$ cat src/rtl/tra_pkg.sv
package tra_pkg;
  parameter int unsigned DW_ADDR_W = 30;
  parameter int unsigned TAG_W     = 4;
  parameter int unsigned CTRL_W    = 8;
  localparam int unsigned LANE_W   = 4;
  localparam int unsigned BE_W     = 2 * LANE_W;
  localparam int unsigned DWORD_W  = 8 * LANE_W;
  localparam int unsigned QWORD_W  = 2 * DWORD_W;

  typedef struct packed {
    logic [DW_ADDR_W-1:0] addr;
    logic [BE_W-1:0]      be;
    logic [TAG_W-1:0]     tag;
    logic [CTRL_W-1:0]    ctrl;
  } req_t;

  // one backend read in flight
  typedef struct packed {
    logic              pair;
    logic              hi;
    logic              last;
    logic [LANE_W-1:0] strb;
    logic [TAG_W-1:0]  tag;
    logic [CTRL_W-1:0] ctrl;
  } beat_t;
endpackage

$ cat src/rtl/tra_req_fifo.sv
module tra_req_fifo #(
  parameter int unsigned WIDTH = 8,
  parameter int unsigned DEPTH = 4
) (
  input  logic             clk_i,
  input  logic             rst_ni,
  input  logic             push_i,
  input  logic [WIDTH-1:0] wdata_i,
  input  logic             pop_i,
  output logic [WIDTH-1:0] rdata_o,
  output logic             full_o,
  output logic             empty_o
);
  localparam int unsigned PW = (DEPTH > 1) ? $clog2(DEPTH) : 1;
  localparam int unsigned CW = $clog2(DEPTH + 1);

  logic [WIDTH-1:0] mem_q [DEPTH];
  logic [PW-1:0]    wr_q, rd_q;
  logic [CW-1:0]    cnt_q;

  assign full_o  = (cnt_q == CW'(DEPTH));
  assign empty_o = (cnt_q == '0);
  assign rdata_o = mem_q[rd_q];

  always_ff @(posedge clk_i) begin
    if (push_i) mem_q[wr_q] <= wdata_i;
  end

  always_ff @(posedge clk_i or negedge rst_ni) begin
    if (!rst_ni) begin
      wr_q  <= '0;
      rd_q  <= '0;
      cnt_q <= '0;
    end else begin
      if (push_i) wr_q <= (wr_q == PW'(DEPTH - 1)) ? '0 : wr_q + 1'b1;
      if (pop_i)  rd_q <= (rd_q == PW'(DEPTH - 1)) ? '0 : rd_q + 1'b1;
      case ({push_i, pop_i})
        2'b10:   cnt_q <= cnt_q + 1'b1;
        2'b01:   cnt_q <= cnt_q - 1'b1;
        default: cnt_q <= cnt_q;
      endcase
    end
  end

  AST_NO_OVERFLOW: assert property (@(posedge clk_i) disable iff (!rst_ni)
    push_i |-> !full_o);
  AST_NO_UNDERFLOW: assert property (@(posedge clk_i) disable iff (!rst_ni)
    pop_i |-> !empty_o);
  AST_CNT_BOUND: assert property (@(posedge clk_i) disable iff (!rst_ni)
    cnt_q <= CW'(DEPTH));
endmodule

$ cat src/rtl/tra_issue.sv
module tra_issue
  import tra_pkg::*;
(
  input  logic                 clk_i,
  input  logic                 rst_ni,
  input  req_t                 head_i,
  input  logic                 empty_i,
  output logic                 pop_o,
  output logic                 mem_en_o,
  output logic [DW_ADDR_W-1:0] mem_addr_o,
  output logic [LANE_W-1:0]    mem_strb_o,
  output beat_t                beat_o
);
  logic sec_q;
  logic pair, hi, last;

  always_comb begin
    pair       = head_i.ctrl[0];
    hi         = pair ? sec_q : head_i.addr[0];
    last       = !pair || sec_q;
    mem_en_o   = !empty_i;
    pop_o      = !empty_i && last;
    mem_addr_o = {head_i.addr[DW_ADDR_W-1:1], hi};
    mem_strb_o = hi ? head_i.be[BE_W-1:LANE_W] : head_i.be[LANE_W-1:0];
    beat_o     = '{pair: pair, hi: hi, last: last, strb: mem_strb_o,
                   tag: head_i.tag, ctrl: head_i.ctrl};
  end

  // second half of a pair follows in the next cycle
  always_ff @(posedge clk_i or negedge rst_ni) begin
    if (!rst_ni)                sec_q <= 1'b0;
    else if (!empty_i && pair)  sec_q <= !sec_q;
  end

  AST_PAIR_BACK2BACK: assert property (@(posedge clk_i) disable iff (!rst_ni)
    sec_q |-> (!empty_i && head_i.ctrl[0]));
  AST_POP_ONLY_AFTER_HI: assert property (@(posedge clk_i) disable iff (!rst_ni)
    (pop_o && head_i.ctrl[0]) |-> $past(mem_en_o && !pop_o));
endmodule

$ cat src/rtl/tra_rsp_asm.sv
module tra_rsp_asm
  import tra_pkg::*;
#(
  parameter int unsigned RD_LAT = 1
) (
  input  logic               clk_i,
  input  logic               rst_ni,
  input  logic               issue_i,
  input  beat_t              beat_i,
  input  logic [DWORD_W-1:0] rdata_i,
  output logic               rsp_vld_o,
  output logic [QWORD_W-1:0] rsp_data_o,
  output logic [TAG_W-1:0]   rsp_tag_o,
  output logic [CTRL_W-1:0]  rsp_ctrl_o
);
  // latency-matched pipeline of beat descriptors
  for (genvar gi = 0; gi < RD_LAT; gi++) begin : g_stage
    logic  v_d, v_q;
    beat_t b_d, b_q;
    if (gi == 0) begin : g_head
      assign v_d = issue_i;
      assign b_d = beat_i;
    end else begin : g_tail
      assign v_d = g_stage[gi-1].v_q;
      assign b_d = g_stage[gi-1].b_q;
    end
    always_ff @(posedge clk_i or negedge rst_ni) begin
      if (!rst_ni) begin
        v_q <= 1'b0;
        b_q <= '0;
      end else begin
        v_q <= v_d;
        b_q <= b_d;
      end
    end
  end

  logic               ret_vld;
  beat_t              ret;
  logic [DWORD_W-1:0] lane_mask, masked;
  logic [DWORD_W-1:0] acc_lo_q;

  assign ret_vld = g_stage[RD_LAT-1].v_q;
  assign ret     = g_stage[RD_LAT-1].b_q;

  for (genvar gb = 0; gb < LANE_W; gb++) begin : g_lane
    assign lane_mask[gb*8 +: 8] = {8{ret.strb[gb]}};
  end
  assign masked = rdata_i & lane_mask;

  always_ff @(posedge clk_i or negedge rst_ni) begin
    if (!rst_ni) begin
      rsp_vld_o  <= 1'b0;
      rsp_data_o <= '0;
      rsp_tag_o  <= '0;
      rsp_ctrl_o <= '0;
      acc_lo_q   <= '0;
    end else begin
      rsp_vld_o <= ret_vld && ret.last;
      if (ret_vld && !ret.last) acc_lo_q <= masked;
      if (ret_vld && ret.last) begin
        if (ret.pair)    rsp_data_o <= {masked, acc_lo_q};
        else if (ret.hi) rsp_data_o <= {masked, {DWORD_W{1'b0}}};
        else             rsp_data_o <= {{DWORD_W{1'b0}}, masked};
        rsp_tag_o  <= ret.tag;
        rsp_ctrl_o <= ret.ctrl;
      end
    end
  end

  AST_RSP_FROM_LAST: assert property (@(posedge clk_i) disable iff (!rst_ni)
    rsp_vld_o |-> $past(ret_vld && ret.last));
  AST_NONLAST_IS_LOW: assert property (@(posedge clk_i) disable iff (!rst_ni)
    (ret_vld && !ret.last) |-> (ret.pair && !ret.hi));
  AST_LO_BEFORE_HI: assert property (@(posedge clk_i) disable iff (!rst_ni)
    (ret_vld && ret.pair && ret.hi) |-> $past(ret_vld && ret.pair && !ret.hi));
  AST_PAIR_SAME_TAG: assert property (@(posedge clk_i) disable iff (!rst_ni)
    (ret_vld && ret.pair && ret.hi) |-> (ret.tag == $past(ret.tag) && ret.ctrl == $past(ret.ctrl)));
endmodule

$ cat src/rtl/tgt_rd_adapter.sv
module tgt_rd_adapter
  import tra_pkg::*;
#(
  parameter int unsigned RD_LAT     = 2,
  parameter int unsigned FIFO_DEPTH = 4
) (
  input  logic                 clk_i,
  input  logic                 rst_ni,
  input  logic                 req_en_i,
  input  logic [DW_ADDR_W-1:0] req_addr_i,
  input  logic [BE_W-1:0]      req_be_i,
  input  logic [TAG_W-1:0]     req_tag_i,
  input  logic [CTRL_W-1:0]    req_ctrl_i,
  output logic                 req_rdy_o,
  output logic                 mem_en_o,
  output logic [DW_ADDR_W-1:0] mem_addr_o,
  output logic [LANE_W-1:0]    mem_strb_o,
  input  logic [DWORD_W-1:0]   mem_rdata_i,
  output logic                 rsp_vld_o,
  output logic [QWORD_W-1:0]   rsp_data_o,
  output logic [TAG_W-1:0]     rsp_tag_o,
  output logic [CTRL_W-1:0]    rsp_ctrl_o
);
  localparam int unsigned REQ_W = $bits(req_t);

  logic             push, pop, full, empty;
  logic [REQ_W-1:0] wr_vec, rd_vec;
  req_t             head;
  beat_t            beat;

  assign req_rdy_o = !full;
  assign push      = req_en_i && req_rdy_o;
  assign wr_vec    = {req_addr_i, req_be_i, req_tag_i, req_ctrl_i};
  assign head      = req_t'(rd_vec);

  tra_req_fifo #(.WIDTH(REQ_W), .DEPTH(FIFO_DEPTH)) u_fifo (
    .clk_i   (clk_i),
    .rst_ni  (rst_ni),
    .push_i  (push),
    .wdata_i (wr_vec),
    .pop_i   (pop),
    .rdata_o (rd_vec),
    .full_o  (full),
    .empty_o (empty)
  );

  tra_issue u_issue (
    .clk_i      (clk_i),
    .rst_ni     (rst_ni),
    .head_i     (head),
    .empty_i    (empty),
    .pop_o      (pop),
    .mem_en_o   (mem_en_o),
    .mem_addr_o (mem_addr_o),
    .mem_strb_o (mem_strb_o),
    .beat_o     (beat)
  );

  tra_rsp_asm #(.RD_LAT(RD_LAT)) u_asm (
    .clk_i      (clk_i),
    .rst_ni     (rst_ni),
    .issue_i    (mem_en_o),
    .beat_i     (beat),
    .rdata_i    (mem_rdata_i),
    .rsp_vld_o  (rsp_vld_o),
    .rsp_data_o (rsp_data_o),
    .rsp_tag_o  (rsp_tag_o),
    .rsp_ctrl_o (rsp_ctrl_o)
  );

  AST_PAIR_EVEN_ONLY: assert property (@(posedge clk_i) disable iff (!rst_ni)
    (req_en_i && req_rdy_o && req_ctrl_i[0]) |-> !req_addr_i[0]);
  AST_ISSUE_AFTER_ACCEPT: assert property (@(posedge clk_i) disable iff (!rst_ni)
    (req_en_i && req_rdy_o && !mem_en_o) |=> mem_en_o);
endmodule

$ cat config.mk
export PLATFORM = sky130hd
export DESIGN_NAME = tgt_rd_adapter
export DESIGN_NICKNAME = d
export VERILOG_FILES = /design/src/rtl/tra_pkg.sv /design/src/rtl/tra_req_fifo.sv /design/src/rtl/tra_issue.sv /design/src/rtl/tra_rsp_asm.sv /design/src/rtl/tgt_rd_adapter.sv
export SDC_FILE = /design/constraint.sdc
export NUM_CORES = 1
export LEC_CHECK = 0
export BUFFER_PORTS_ARGS = -buffer_cell sky130_fd_sc_hd__buf_2
export CAP_MARGIN = 20
export CELL_PAD_IN_SITES_DETAIL_PLACEMENT = 0
export CELL_PAD_IN_SITES_GLOBAL_PLACEMENT = 2
export CORE_MARGIN = 2
export CORE_UTILIZATION = 41
export CTS_BUF_LIST = sky130_fd_sc_hd__clkbuf_4 sky130_fd_sc_hd__clkbuf_8 sky130_fd_sc_hd__clkbuf_16
export CTS_CLUSTER_DIAMETER = 40
export DETAILED_ROUTE_END_ITERATION = 10
export PLACE_DENSITY = 0.87
export REMOVE_ABC_BUFFERS = 1
export SLEW_MARGIN = 10
export SYNTH_ARGS = -nofsm -noshare
export SYNTH_HDL_FRONTEND = slang
export SYNTH_SLANG_ARGS = --single-unit
$ cat constraint.sdc
create_clock -name clk_i -period 2.65 [get_ports clk_i]
set_input_delay 0.53 -clock clk_i [delete_from_list [all_inputs] [get_ports clk_i]]
set_output_delay 0.53 -clock clk_i [all_outputs]
set_load 0.02 [all_outputs]
* Word level (Yosys, flattened, before mapping)
Memories as Yosys holds them, arrays and structs flattened.
Cells that the tools add are included.
W data, S select, Z words.
** Operators by class
- Reduce and logical (&&, ||, !) cells :: 13
- Bitwise operators :: 1
- Equality and inequality tests :: 5
- Add/subtract/negate cells :: 4
- Multiplexer cells :: 9
** Operator list (count)
- $mux W64 :: 2
- $and A32 B32 Y32 :: 1
- $eq A2 B2 Y1 const B :: 3
- $pmux W3 S2 :: 1
- $logic_and A1 B1 Y1 :: 5
- $logic_not A1 Y1 :: 5
- $add A2 B1 Y2 const B :: 2
- $mux W2 :: 2
- $mux W4 :: 1
- $add A3 B1 Y3 const B :: 1
- $eq A3 B3 Y1 const B :: 1
- $logic_not A3 Y1 :: 1
- $mux W1 :: 3
- $sub A3 B1 Y3 const B :: 1
- $eq A2 B1 Y1 const B :: 1
- $reduce_bool A2 Y1 :: 1
- $logic_or A1 B1 Y1 :: 1
** Storage, ports and cells
- Memory bits (writable) :: 200
- Register bits after elaboration :: 157
- Logic and storage cells :: 56
- Bits of input ports :: 85
- Output and inout port bits :: 113
- Memories kept :: 1
** Memory list
- u_fifo.mem_q :: words 4, bits a word 50, read ports 1, clocked after memory_dff 0, write ports 1, RTL line tra_req_fifo.sv:17 : logic [WIDTH-1:0] mem_q [DEPTH];

* Logic depth before layout (Yosys ltp)
Gate-level depths: netlist of the first run.
An unclocked memory read counts as a cell.
- Word-level depth :: 6
- Mapped depth :: 9
- Mapped depth without buffers :: 9

* By module
A second synthesis of the first run with hierarchy kept.
** Unflattened totals
- Cells, all modules :: 862
- Area total of the unflattened synthesis :: 14397.6 µm²
** By module, submodules not included
- tra_req_fifo :: cells an instance 300, area an instance 7694.9 µm², times used 1, seq. area each 6180.9 µm²
- tra_rsp_asm :: cells an instance 498, area an instance 6206.0 µm², times used 1, seq. area each 3728.6 µm²
- tra_issue :: cells an instance 62, area an instance 486.7 µm², times used 1, seq. area each 25.0 µm²
- tgt_rd_adapter :: cells an instance 2, area an instance 10.0 µm², times used 1, seq. area each 0.0 µm²

* Worst setup path before layout of the first run
Ideal clock, no wire load.
- Path type :: reg-to-reg
- From :: reg u_fifo.cnt_q[2]
- To :: mem u_fifo.mem_q[0][0] (netlist name) (enable)
- Clock period less this slack :: 2397 ps
- Data required time :: 2237 ps
- Cell stages (with the launch flop) :: 3
- Arrival time :: 1984 ps
- Path buffers :: 0
- Slack :: 253 ps
- Setup time :: 413 ps
- Cells stage by stage :: dfrtp_1 -> or3b_1 -> and3_1
** Between the ends
- Cells in the longest elaborated chain, start to end :: 5
** RTL lines
- start: declaration :: RTL line tra_req_fifo.sv:19 : logic [CW-1:0] cnt_q;
- start signal: assignment :: RTL line tra_req_fifo.sv:38 : 2'b10: cnt_q <= cnt_q + 1'b1;
- start signal: assignment :: RTL line tra_req_fifo.sv:39 : 2'b01: cnt_q <= cnt_q - 1'b1;
- start signal: assignment :: RTL line tra_req_fifo.sv:40 : default: cnt_q <= cnt_q;
- $eq A3 B3 Y1 :: RTL line tra_req_fifo.sv:21 : assign full_o = (cnt_q == CW'(DEPTH));
- $logic_not A1 Y1 :: RTL line tgt_rd_adapter.sv:31 : assign req_rdy_o = !full;
- via req_rdy_o :: RTL line tgt_rd_adapter.sv:14 : output logic req_rdy_o,
- $logic_and A1 B1 Y1 :: RTL line tgt_rd_adapter.sv:32 : assign push = req_en_i && req_rdy_o;
- $mux W1 :: RTL line tra_req_fifo.sv:26 : if (push_i) mem_q[wr_q] <= wdata_i;
- $mux W1 (implied by the code) :: RTL line tra_req_fifo.sv:26
- end: declaration :: RTL line tra_req_fifo.sv:17
The timed path passes the listed nets, and every way through them passes these cells.

==> summary.md, run 1 <==
| Metric | Value |
|---|---|
| Status | `complete, but fails checks` |
| Failing checks | `negative hold slack, negative setup slack` |
| Port bufs | `approximately 200` |
| Clock share of power | `0.291` |
| RSZ-0062 raised after global routing | `yes` |
| Starting density of the core | `0.414` |
| Via/cell ratio | `5.10` |
| Worst-path clk slew | `around 60 ps` |
| Yosys top cell by area | `edfxtp_1` |
| Synth cell count leaders | `200 x edfxtp_1, 155 x dfrtp_1, 131 x nand2_1` |
| Post-synth EDFFs | `200` |
| WHS | `-14.5 ps` |
| TritonCTS clock tree | `done` |
| Min-Delay Path Class | `input port to async pin` |
| Crit Reg-Reg Startpoint | `u_fifo.rd_q[0]$_DFFE_PN0P_` |
| CP top delay family | `multiplexers` |
| Post-route DRC | `0` |
| Syn avg cell area | `around 17 um2` |
| Area grow syn2layout | `27.3%` |
| Post-synthesis adder-cell area fraction | `0.00731` |
| Pwr dens | `about 1300 mW/mm2` |
| Maximum root-to-sink buffer count | `3` |
| Highest Signal Layer | `met5` |
| Antenna Nets Post-Route | `0` |
| Dpl ws | `between 60 and 70 ps` |
| Register-to-register setup slack | `roughly 180 ps` |
| Nets | `1098` |
| Core Footprint | `~0.031 mm2` |
| P_sw | `~7500 uW` |
| Gr ovfl total | `0` |
| Top-area cell type share of the netlist area | `0.462` |
| FF+latch count, synth | `approximately 360` |
| CP Data Required Time | `roughly 2100 ps` |
| Synth Area in XOR/XNOR | `0.00269` |
| Drt wl/cell | `about 19 um` |
| Slew Limit Fails | `0` |
| Post-Synthesis Cell Area | `~0.013 mm2` |
| Yosys warnings | `0` |
| Combinational share of power | `0.332` |
| Global-route wire length before repair | `43.6 mm` |
| CTS Buf Count | `48` |
| Synth Area in Compound Gates | `0.0599` |
| Crit path time final | `~3000 ps` |
| Via count | `about 7400` |
| Clock root cell | `clkbuf_16` |
| Setup crit start kind | `flop` |
| Reg2Reg Depth | `9` |
| Final instance area | `~0.017 mm2` |
| Die Y | `roughly 180 um` |
| Buf/Inv on CP | `2` |
| Most numerous cell in the Yosys netlist | `edfxtp_1` |
| Main combinational cell family by area after synthesis | `multiplexers` |
| Multi-input gate area | `between 0.002 and 0.003 mm2` |
| Sw frac | `0.336` |
| Worst Clk Skew | `about 23 ps` |
| Fmax | `between 300 and 400 MHz` |
| Wire length on met3 | `around 2.8 mm` |
| Worst path cell trace | `mux4_2 -> mux2i_4 -> buf_12 -> mux2_4 -> buf_6` |
| Netlist cell types | `28` |
| Final setup margin | `-292 ps` |
| Worst setup EP type | `primary output` |
| Critical path's largest stage delay | `around 560 ps` |
| Setup crit start | `u_fifo.rd_q[0]$_DFFE_PN0P_` |
| Mux contribution to synthesized area | `0.107` |
| Worst path slowest cell | `mux4_2` |
| Worst-margin pin slew | `~630 ps` |
| Fraction of layout cells with a size suffix above 1 | `0.383` |
| Metal-1 WL | `between 10 and 15 mm` |
| Seq pwr share | `0.377` |
| Most used flip-flop cell after synthesis | `edfxtp_1` |
| Worst Setup EP | `mem_strb_o[1]` |
| Crit Path Max Fanout | `4` |
| Die width | `182 um` |
| Initial antenna violation count | `12` |
| Placed instance area | `roughly 0.015 mm2` |
| Num Clock Sinks | `around 360` |
| WL met2 | `12.6 mm` |
| Largest net degree at the start of global routing | `65` |
| Top cells by area, synth | `edfxtp_1 46%, dfrtp_1 30%, mux4_2 8.1%` |
| Post-synth ARST share | `0.437` |
| Cell count along the critical path | `5` |
| Worst vdd ir | `approximately 0.00093 V` |
| Hold Vio Cnt, Final | `10` |
| Max cap viols | `0` |
| Vias in the first global route | `just under 8000` |
| Seq/Total Area, Yosys | `0.760` |
| H-tree depth | `2` |
| GRT Overall Usage | `0.169` |
| Synth Instances | `772` |
| Iter 0 DRT Violations | `397` |
| Total Power | `about 22000 uW` |
| Worst skew pair latency | `550 ps` |
| I/O pin count | `approximately 200` |
| WL final | `roughly 28 mm` |
| DIE AREA | `approximately 0.033 mm2` |
| Crit Path Class | `flop to primary output` |
| WP data arrival | `about 2400 ps` |
| Internal power | `14700 uW` |
| Final setup fails | `18` |
| Number of fill cells in the layout | `2584` |
| Synth Area in Simple Gates | `0.0430` |
| Register area | `roughly 0.0099 mm2` |
| Leakage power | `roughly 0.0067 uW` |
| Post-DP HPWL | `around 17 mm` |
| Gp weighted congestion | `roughly 0.73` |
| Reg2reg end | `u_fifo.cnt_q[2]$_DFFE_PN0P_` |
| DRT Pass-1 Iters | `5` |
| Fin crit share | `1.11` |
| Rows | `65` |
| Rel. slew slack | `0.582` |
-- per-layer routing --
metal | vias to the layer above | track usage
li1 | 3401 | -
met1 | 3668 | 0.223
met2 | 268 | 0.260
met3 | 60 | 0.0669
met4 | 8 | 0.0532
met5 | - | 0
-- per-stage QoR --
| step | hold slack [ps] | util | setup TNS [ps] | instances |
|---|---|---|---|---|
| floorplan | 234 | - | -69120 | 720 |
| global placement | 332 | 0.464 | 0 | 1342 |
| detailed placement | 335 | 0.464 | 0 | 1342 |
| CTS | 0.376 | 0.526 | -2610 | 1445 |
| global route | 26.3 | 0.527 | -3500 | 1450 |
| finish | -14.5 | 0.528 | -2450 | 1453 |
-- final cells by class --
cell class                      instances  area share
Antenna cell                            5    0.000755
Sequential cell                       355       0.597
Clock inverter                         35      0.0215
Inverter                                9     0.00219
Clock buffer                           55      0.0775
Tap cell                              402      0.0304
Multi-Input combinational cell        356       0.175
Timing Repair Buffer                  236      0.0956
-- sequential cells by signal, indices dropped and copies added, names as in the netlist --
name               cells
u_asm.g_stage.v_q      2
u_asm.rsp_ctrl_o       8
u_asm.g_stage.b_q     36
u_fifo.wr_q            2
u_fifo.rd_q            2
u_asm.rsp_vld_o        1
u_fifo.mem_q         200
u_asm.acc_lo_q        32
u_issue.sec_q          1
u_fifo.cnt_q           3
u_asm.rsp_data_o      64
u_asm.rsp_tag_o        4
-- logic make-up after synthesis --
logic type	after synthesis
xor gates and xnor gates	4
AOI/OAI and AO/OA	130
adders and majority gates	7
muxes	72
DFF	355
and+or+nand+nor	143
buffers and inverters	61
-- placed cells by master, fill, tap and decap left out, types with 16 or more instances in the layout --
| cell | count |
|---|---|
| o21ai_0 | 95 |
| buf_6 | 23 |
| nand2_1 | 130 |
| edfxtp_1 | 200 |
| a32oi_1 | 32 |
| mux4_2 | 47 |
| clkbuf_16 | 50 |
| dfrtp_1 | 153 |
| buf_4 | 23 |
| mux2_2 | 16 |
| buf_2 | 178 |
-- power by group through the flow --
| stage | clock network, uW | logic (uW) | registers, uW |
|---|---|---|---|
| final | 6460 | 7360 | 8360 |
| after global routing | 6850 | 8000 | 8540 |
| after CTS | 6600 | 7400 | 8380 |
| after detailed placement | 0 | 6610 | 8490 |
| after global placement | 0 | 6560 | 8400 |
| after floorplan | 0 | 3330 | 9160 |
-- worst min-delay path by stage --
stage,end,start,slack [ps]
floorplan,u_asm.acc_lo_q[0]$_DFFE_PN0P_,rst_ni,230
global placement,u_asm.g_stage[1].b_q[3]$_DFF_PN0_,u_asm.g_stage[0].b_q[3]$_DFF_PN0_,330
detailed placement,u_asm.g_stage[1].b_q[16]$_DFF_PN0_,u_asm.g_stage[0].b_q[16]$_DFF_PN0_,330
CTS,u_asm.rsp_data_o[44]$_DFFE_PN0P_,rst_ni,0.4
global route,u_asm.rsp_data_o[44]$_DFFE_PN0P_,rst_ni,30
finish,u_asm.rsp_data_o[12]$_DFFE_PN0P_,rst_ni,-10
-- timing repair --
action                                  in CTS  in global routing
cloned                                       1                  1
setup buffers                               12                  3
pin swaps                                    0                  0
gates resized for setup                     55                  3
hold buffers                                 0                  0
endpoints found under the setup margin      22                 19
No activity file was read; power rests on OpenSTA's default activity.
==> inputs of run 2 (changes only) <==
--- a/config.mk
+++ b/config.mk
@@ -9,14 +9,17 @@
 export CAP_MARGIN = 20
 export CELL_PAD_IN_SITES_DETAIL_PLACEMENT = 0
 export CELL_PAD_IN_SITES_GLOBAL_PLACEMENT = 2
+export CORE_ASPECT_RATIO = 1.75
 export CORE_MARGIN = 2
-export CORE_UTILIZATION = 41
+export CORE_UTILIZATION = 42
 export CTS_BUF_LIST = sky130_fd_sc_hd__clkbuf_4 sky130_fd_sc_hd__clkbuf_8 sky130_fd_sc_hd__clkbuf_16
 export CTS_CLUSTER_DIAMETER = 40
 export DETAILED_ROUTE_END_ITERATION = 10
-export PLACE_DENSITY = 0.87
+export MAX_ROUTING_LAYER = met4
+export PLACE_DENSITY = 0.88
 export REMOVE_ABC_BUFFERS = 1
 export SLEW_MARGIN = 10
 export SYNTH_ARGS = -nofsm -noshare
 export SYNTH_HDL_FRONTEND = slang
+export SYNTH_HIERARCHICAL = 1
 export SYNTH_SLANG_ARGS = --single-unit
==> summary.md, run 2 <==
| Metric | Value |
|---|---|
| Status | `complete, but fails checks` |
| Failing checks | `negative setup slack` |
| Clock root cell | `clkbuf_16` |
| Register-to-register setup slack | `190 ps (about the same)` |
| Hold Vio Cnt, Final | `0 (-10)` |
| Post-DP HPWL | `17.8 mm (+5.5%)` |
| Post-route insts no fill | `1522 (+4.7%)` |
| Die Y | `249 um (+37%)` |
| CP Data Required Time | `2120 ps (about the same)` |
| Final core utilization | `0.505 (-0.0226)` |
| Pwr dens | `1310 mW/mm2 (-2.3%)` |
| Worst-path clk slew | `60 ps (about the same)` |
| Fin crit share | `1.09 (-0.0172)` |
| Wire length on met3 | `1.46 mm (-48%)` |
| H-tree depth | `2 (unchanged)` |
| Max cap viols | `0 (unchanged)` |
| Gr ovfl total | `0 (unchanged)` |
| Fmax | `345 MHz (+1.6%)` |
| Min-Delay Path Class | `input port to flop` |
| Commonest non-fill, non-tap cell in the layout | `edfxtp_1` |
| Num Clock Sinks | `357 (+0.56%)` |
| Die width | `144 um (-21%)` |
| Core Footprint | `0.0337 mm2 (+7.5%)` |
| Setup crit start | `u_fifo/rd_q[0]$_DFFE_PN0P_` |
| Top Registers | `u_fifo/mem_q x200, u_asm/rsp_data_o x64, u_asm/g_stage.b_q x38` |
| Fraction of layout cells with a size suffix above 1 | `0.366 (-0.0174)` |
| I/O pin count | `198 (unchanged)` |
| Worst vdd ir | `0.000788 V (-16%)` |
| Seq/Total Area, Yosys | `0.690 (-0.0697)` |
| Crit Path Class | `flop to primary output` |
| Yosys warnings | `6 (+6)` |
| Nets | `1124 (+2.4%)` |
| Crit path time final | `2900 ps (-45.6 ps)` |
| Rows | `89 (+37%)` |
| Slew Limit Fails | `0 (unchanged)` |
| DRT Pass-1 Iters | `6 (+1)` |
| Initial antenna violation count | `4 (-8)` |
| Drt wl/cell | `19.0 um (-0.66%)` |
| Cells after DPL | `1427 (+6.3%)` |
| Final setup margin | `-246 ps (+45.6 ps)` |
| Dpl ws | `168 ps (+100 ps)` |
| TritonCTS clock tree | `done` |
| Gp weighted congestion | `0.730 (+0.15%)` |
| Largest Register | `u_fifo/mem_q` |
| Post-synth EDFFs | `200 (unchanged)` |
| Crit Reg-Reg Startpoint | `u_fifo/rd_q[0]$_DFFE_PN0P_` |
| Worst Clk Skew | `27.8 ps (+5.01 ps)` |
| GRT Overall Usage | `0.168 (-0.00112)` |
| Via count | `7839 (+5.9%)` |
| Most used flip-flop cell after synthesis | `edfxtp_1` |
| Global-route wire length before repair | `45.6 mm (+4.7%)` |
| Final setup fails | `34 (+16)` |
| Highest Signal Layer | `met4` |
| Via/cell ratio | `5.15 (+1.1%)` |
| Most numerous cell in the Yosys netlist | `edfxtp_1` |
| Area grow syn2layout | `18.4%` |
| Most frequent cells in the layout | `200 x edfxtp_1, 184 x buf_2, 152 x dfrtp_1, 65 x nand2_1, 48 x mux4_2` |
| Post-route DRC | `0 (unchanged)` |
| Starting density of the core | `0.427 (+0.0122)` |
| WP data arrival | `2370 ps (-40 ps)` |
| Metal-1 WL | `11.5 mm (-1.7%)` |
| RSZ-0062 raised after global routing | `yes` |
| Leakage power | `0.00676 uW (+1.2%)` |
| Synth cell count leaders | `200 x edfxtp_1, 157 x dfrtp_1, 65 x nand2_1` |
| Netlist cell types | `38 (+36%)` |
| Iter 0 DRT Violations | `416 (+4.8%)` |
| Yosys top cell by area | `edfxtp_1` |
| Port bufs | `197 (unchanged)` |
| WL final | `28.9 mm (+4.1%)` |
| WL met2 | `15.2 mm (+21%)` |
| Hold Startpoint | `req_addr_i[1]` |
| Worst setup EP type | `primary output` |
| Maximum root-to-sink buffer count | `3 (unchanged)` |
| Syn avg cell area | `16.7 um2 (-0.90%)` |
| Setup crit start kind | `flop` |
| Rel. slew slack | `0.434 (-0.149)` |
| DIE AREA | `0.0358 mm2 (+8.0%)` |
| Vias in the first global route | `8231 (+6.6%)` |
| Synth Instances | `862 (+12%)` |
| Total Power | `22300 uW (+0.48%)` |
| FF+latch count, synth | `357 (+0.56%)` |
| CTS Buf Count | `40 (-17%)` |
| Crit Path Max Fanout | `5 (+1)` |
| Post-Synthesis Cell Area | `0.0144 mm2 (+11%)` |
| Largest net degree at the start of global routing | `62 (-4.6%)` |
| Antenna Nets Post-Route | `0 (unchanged)` |
| Worst-margin pin slew | `849 ps (+223 ps)` |
| Top-area cell type share of the netlist area | `0.417 (-0.0444)` |
| Worst skew pair latency | `540 ps (about the same)` |
| Top cells by area, synth | `edfxtp_1 42%, dfrtp_1 27%, mux4_2 7.5%` |
| Post-synth ARST share | `0.440 (+0.00316)` |
| Max reg flops | `200 (unchanged)` |
[run 2: cell types whose count changed in the layout (fill, tap and decap cells not counted), sizes merged, moves of 4 or more]
cell     delta
a32oi      -32
mux2i      +31
nand2      -65
clkinv      -7
inv        +28
o21ai      -94
nand4bb    +32
nand4      +31
o2bb2ai    +31
a31oi      +32
a21oi      +33
and2        +4
[run 2: stage by stage]
| step | cell area [um2] | hold slack (ps) | TNS, ps |
|---|---|---|---|
| 2_1_floorplan | 13500 | 234 | -53530 |
| 6_report | 17000 | 198 | -2800 |
| 5_1_grt | 17000 | 182 | -6280 |
| 3_5_place_dp | 15300 | 335 | 0 |
| 3_3_place_gp | 15300 | 331 | 0 |
| 4_1_cts | 16900 | 171 | -4560 |
[run 2: cell families after synthesis]
kind of cell | share of synthesized area
adders and majority gates | 0.00660
xor gates and xnor gates | 0.00243
AOI/OAI and AO/OA | 0.0462
DFF | 0.690
and+or+nand+nor | 0.0624
buffers and inverters | 0.0745
muxes | 0.118
[run 2: final cells by class]
| class | instances | area (um2) |
|---|---|---|
| antenna | 4 | 10.0 |
| clock buffer | 53 | 1150 |
| clock inverter | 20 | 270 |
| fill | 2851 | 16700 |
| inverter | 42 | 165 |
| multi-input combinational | 356 | 3420 |
| sequential | 357 | 9940 |
| tap | 455 | 569 |
| timing repair buffer | 235 | 1510 |
[run 2: path summary, 6_finish.rpt]
kind | endpoint | cells past startpoint
max | mem_strb_o[0] | 5
max reg2reg | u_fifo/cnt_q[2]$_DFFE_PN0P_ | 9
min in group asynchronous | u_asm/rsp_data_o[37]$_DFFE_PN0P_ | 2
max in group asynchronous | u_asm/g_stage[1].b_q[5]$_DFF_PN0_ | 3
min reg2reg | u_asm/g_stage[1].b_q[12]$_DFF_PN0_ | 0
min | u_fifo/mem_q[1][21]$_DFFE_PP_ | 1
[run 2: timing repair]
item,CTS,global route
gates resized for setup,26,17
endpoints found under the hold margin,24,0
endpoints found under the setup margin,34,34
setup buffers,6,10
cloned,0,2
hold buffers,1,0
[run 2: routing by layer]
| layer | GRT usage | vias up |
|---|---|---|
| met3 | 0.0359 | 43 |
| met1 | 0.198 | 4026 |
| li1 | - | 3563 |
| met5 | - | - |
| met4 | 0.0527 | 0 |
| met2 | 0.288 | 207 |
[run 2: worst max-delay path, stage by stage (launching register included)]
cell and delay (ps):
dfrtp_4 450, mux4_2 540, mux2i_2 200, buf_6 160
mux2_4 330, buf_6 140
[run 2: power by group]
part | total (uW) | switching [uW] | internal, uW
Sequential | 8590 | 937 | 7650
Combinational | 7860 | 4380 | 3480
Clock | 5830 | 2230 | 3600
==> inputs of run 3 (changes only) <==
--- a/config.mk
+++ b/config.mk
@@ -9,7 +9,7 @@
 export CAP_MARGIN = 20
 export CELL_PAD_IN_SITES_DETAIL_PLACEMENT = 0
 export CELL_PAD_IN_SITES_GLOBAL_PLACEMENT = 2
-export CORE_ASPECT_RATIO = 1.75
+export CORE_ASPECT_RATIO = 1.2
 export CORE_MARGIN = 2
 export CORE_UTILIZATION = 42
 export CTS_BUF_LIST = sky130_fd_sc_hd__clkbuf_4 sky130_fd_sc_hd__clkbuf_8 sky130_fd_sc_hd__clkbuf_16
==> constraint.sdc (replaced) <==
create_clock -name clk_i -period 3.15 [get_ports clk_i]
set_input_delay 0.63 -clock clk_i [delete_from_list [all_inputs] [get_ports clk_i]]
set_output_delay 0.63 -clock clk_i [all_outputs]
set_load 0.02 [all_outputs]
==> summary.md, run 3 (synthesis gave the netlist of run 2 again) <==
| Metric | Value |
|---|---|
| Register-to-register setup slack | `520 ps (+330 ps)` |
| Maximum root-to-sink buffer count | `3 (unchanged)` |
| Nets | `1109 (-1.3%)` |
| Rows | `74 (-17%)` |
| Fmax | `roughly 320 MHz` |
| Post-DP HPWL | `17.0 mm (-4.7%)` |
| Die width | `173 um (+20%)` |
| Cts hold-fix bufs | `0 (-1)` |
| Via count | `7652 (-2.4%)` |
| Iter 0 DRT Violations | `466 (+12%)` |
| TNS Setup | `0 ps (+2800 ps)` |
| Drt wl/cell | `18.8 um (-0.76%)` |
| WP data arrival | `2460 ps (+90 ps)` |
| Max reg flops | `200 (unchanged)` |
| Worst skew pair latency | `540 ps (about the same)` |
| Gr ovfl total | `0 (unchanged)` |
| Antenna Nets Post-Route | `0 (unchanged)` |
| Crit Reg-Reg Startpoint | `u_fifo/rd_q[0]$_DFFE_PN0P_` |
| Final core utilization | `0.495 (-0.00960)` |
| Top Registers | `u_fifo/mem_q x200, u_asm/rsp_data_o x64, u_asm/g_stage.b_q x38` |
| Status | `finished clean` |
| Commonest non-fill, non-tap cell in the layout | `edfxtp_1` |
| CP Data Required Time | `2520 ps (+400 ps)` |
| Fin crit share | `0.979` |
| Reg2reg end | `u_fifo/cnt_q[2]$_DFFE_PN0P_` |
| Initial antenna violation count | `5 (+1)` |
| Most frequent cells in the layout | `200 x edfxtp_1, 196 x buf_2, 152 x dfrtp_1, 65 x nand2_1, 48 x mux4_2` |
| Largest net degree at the start of global routing | `85 (+37%)` |
| Reg2Reg Depth | `9 (unchanged)` |
| Core Footprint | `0.0339 mm2 (+0.43%)` |
| Largest Register | `u_fifo/mem_q` |
| Worst-margin pin slew | `884 ps (+34.8 ps)` |
| I/O pin count | `198 (unchanged)` |
| Crit Path Max Fanout | `6 (+1)` |
| Hold Vio Cnt, Final | `0 (unchanged)` |
| Leakage power | `0.00662 uW (-2.1%)` |
| Crit path time final | `around 3100 ps` |
| Min-Delay Path Class | `input port to async pin` |
| Die Y | `207 um (-17%)` |
| Post-route DRC | `0 (unchanged)` |
| Max cap viols | `0 (unchanged)` |
| Clock root cell | `clkbuf_16` |
| Setup crit start kind | `flop` |
| DRT Pass-1 Iters | `5 (-1)` |
| Vias in the first global route | `8128 (-1.3%)` |
| Via/cell ratio | `5.06 (-1.7%)` |
| WHS | `174 ps (-24.2 ps)` |
| DIE AREA | `0.0358 mm2 (-0.15%)` |
| H-tree depth | `2 (unchanged)` |
| Number of fill cells in the layout | `2879 (+0.98%)` |
| Worst setup EP type | `primary output` |
| Slew Limit Fails | `0 (unchanged)` |
| Area grow syn2layout | `16.6%` |
| Final instance area | `0.0168 mm2 (-1.5%)` |
| Fraction of layout cells with a size suffix above 1 | `0.358 (-0.00819)` |
| Worst Clk Skew | `15.4 ps (-12.4 ps)` |
| Gp weighted congestion | `0.707 (-3.1%)` |
| Rel. slew slack | `0.411 (-0.0232)` |
| RSZ-0062 raised after global routing | `yes` |
| Num Clock Sinks | `357 (unchanged)` |
| Final setup fails | `0 (-100%)` |
| Starting density of the core | `0.425 (-0.00184)` |
| Port bufs | `197 (unchanged)` |
| Placed instance area | `0.0153 mm2 (-0.17%)` |
| Worst vdd ir | `0.000767 V (-2.7%)` |
| CTS Buf Count | `43 (+7.5%)` |
| WL final | `28.5 mm (-1.4%)` |
| Pwr dens | `1090 mW/mm2 (-17%)` |
| TritonCTS clock tree | `done` |
| Global-route wire length before repair | `46.0 mm (+0.80%)` |
| GRT Overall Usage | `0.168 (-0.000462)` |
| Worst-path clk slew | `60 ps (about the same)` |
| Crit Path Class | `flop to primary output` |
run 3: changes by cell type in the layout (fill, tap and decap cells not counted), sizes merged:
cell / delta
bufinv: -1
diode: +1
clkinvlp: +1
dlygate4sd3: -1
clkinv: +6
clkbuf: -2
buf: -15
run 3: power by group:
group	switching [uW]	leakage (uW)	internal (uW)	total, uW
registers	791	0.00376	6440	7230
logic	3600	0.00212	2470	6070
clock network	1970	0.000737	3020	4990
run 3: per-stage QoR:
stage / worst slack (ps) / instances / total power [uW]
detailed placement: 454 / 1426 / 13400
floorplan: -1000 / 755 / 11300
global placement: 465 / 1426 / 13300
finish: 64.7 / 1512 / 18300
CTS: 4.53 / 1506 / 18600
global route: -27.5 / 1512 / 19400
run 3: metal layers:
layer	routed length, um	global-route usage	up-vias
met3	2280	0.0513	47
met1	12300	0.214	3817
met5	0	-	-
met2	13300	0.262	246
li1	-	-	3542
met4	571	0.0487	0
run 3: layout make-up:
cell class | instances | area (um2) | share of cell area
inverter | 42 | 163 | 0.00969
multi-input combinational | 356 | 3410 | 0.203
antenna | 5 | 12.5 | 0.000745
tap | 456 | 571 | 0.0340
clock inverter | 26 | 318 | 0.0189
sequential | 357 | 9940 | 0.592
timing repair buffer | 217 | 1210 | 0.0720
clock buffer | 53 | 1160 | 0.0693
run 3: what timing repair did:
action	CTS	global route
gates resized for setup	1	1
setup buffers	1	1
pin swaps	0	0
setup endpoints to repair	4	4
run 3: worst max path at each step:
| stage | startpoint | end | slack, ps | cells past startpoint |
|---|---|---|---|---|
| 2_1_floorplan | u_fifo/rd_q[0]$_DFFE_PN0P_ | mem_strb_o[0] | -1000 | 3 |
| 3_3_place_gp | u_fifo/rd_q[0]$_DFFE_PN0P_ | mem_strb_o[1] | 460 | 4 |
| 3_5_place_dp | u_fifo/rd_q[0]$_DFFE_PN0P_ | mem_strb_o[1] | 450 | 4 |
| 4_1_cts | u_fifo/rd_q[0]$_DFFE_PN0P_ | mem_strb_o[2] | 5 | 4 |
| 5_1_grt | u_fifo/rd_q[0]$_DFFE_PN0P_ | mem_strb_o[1] | -30 | 4 |
| 6_report | u_fifo/rd_q[0]$_DFFE_PN0P_ | mem_strb_o[1] | 60 | 4 |
run 3: critical path: stages, from the launching register on:
cell and delay, ps:
dfrtp_4 460, mux4_2 570, mux2i_4 300, mux2_2 410, buf_2 170
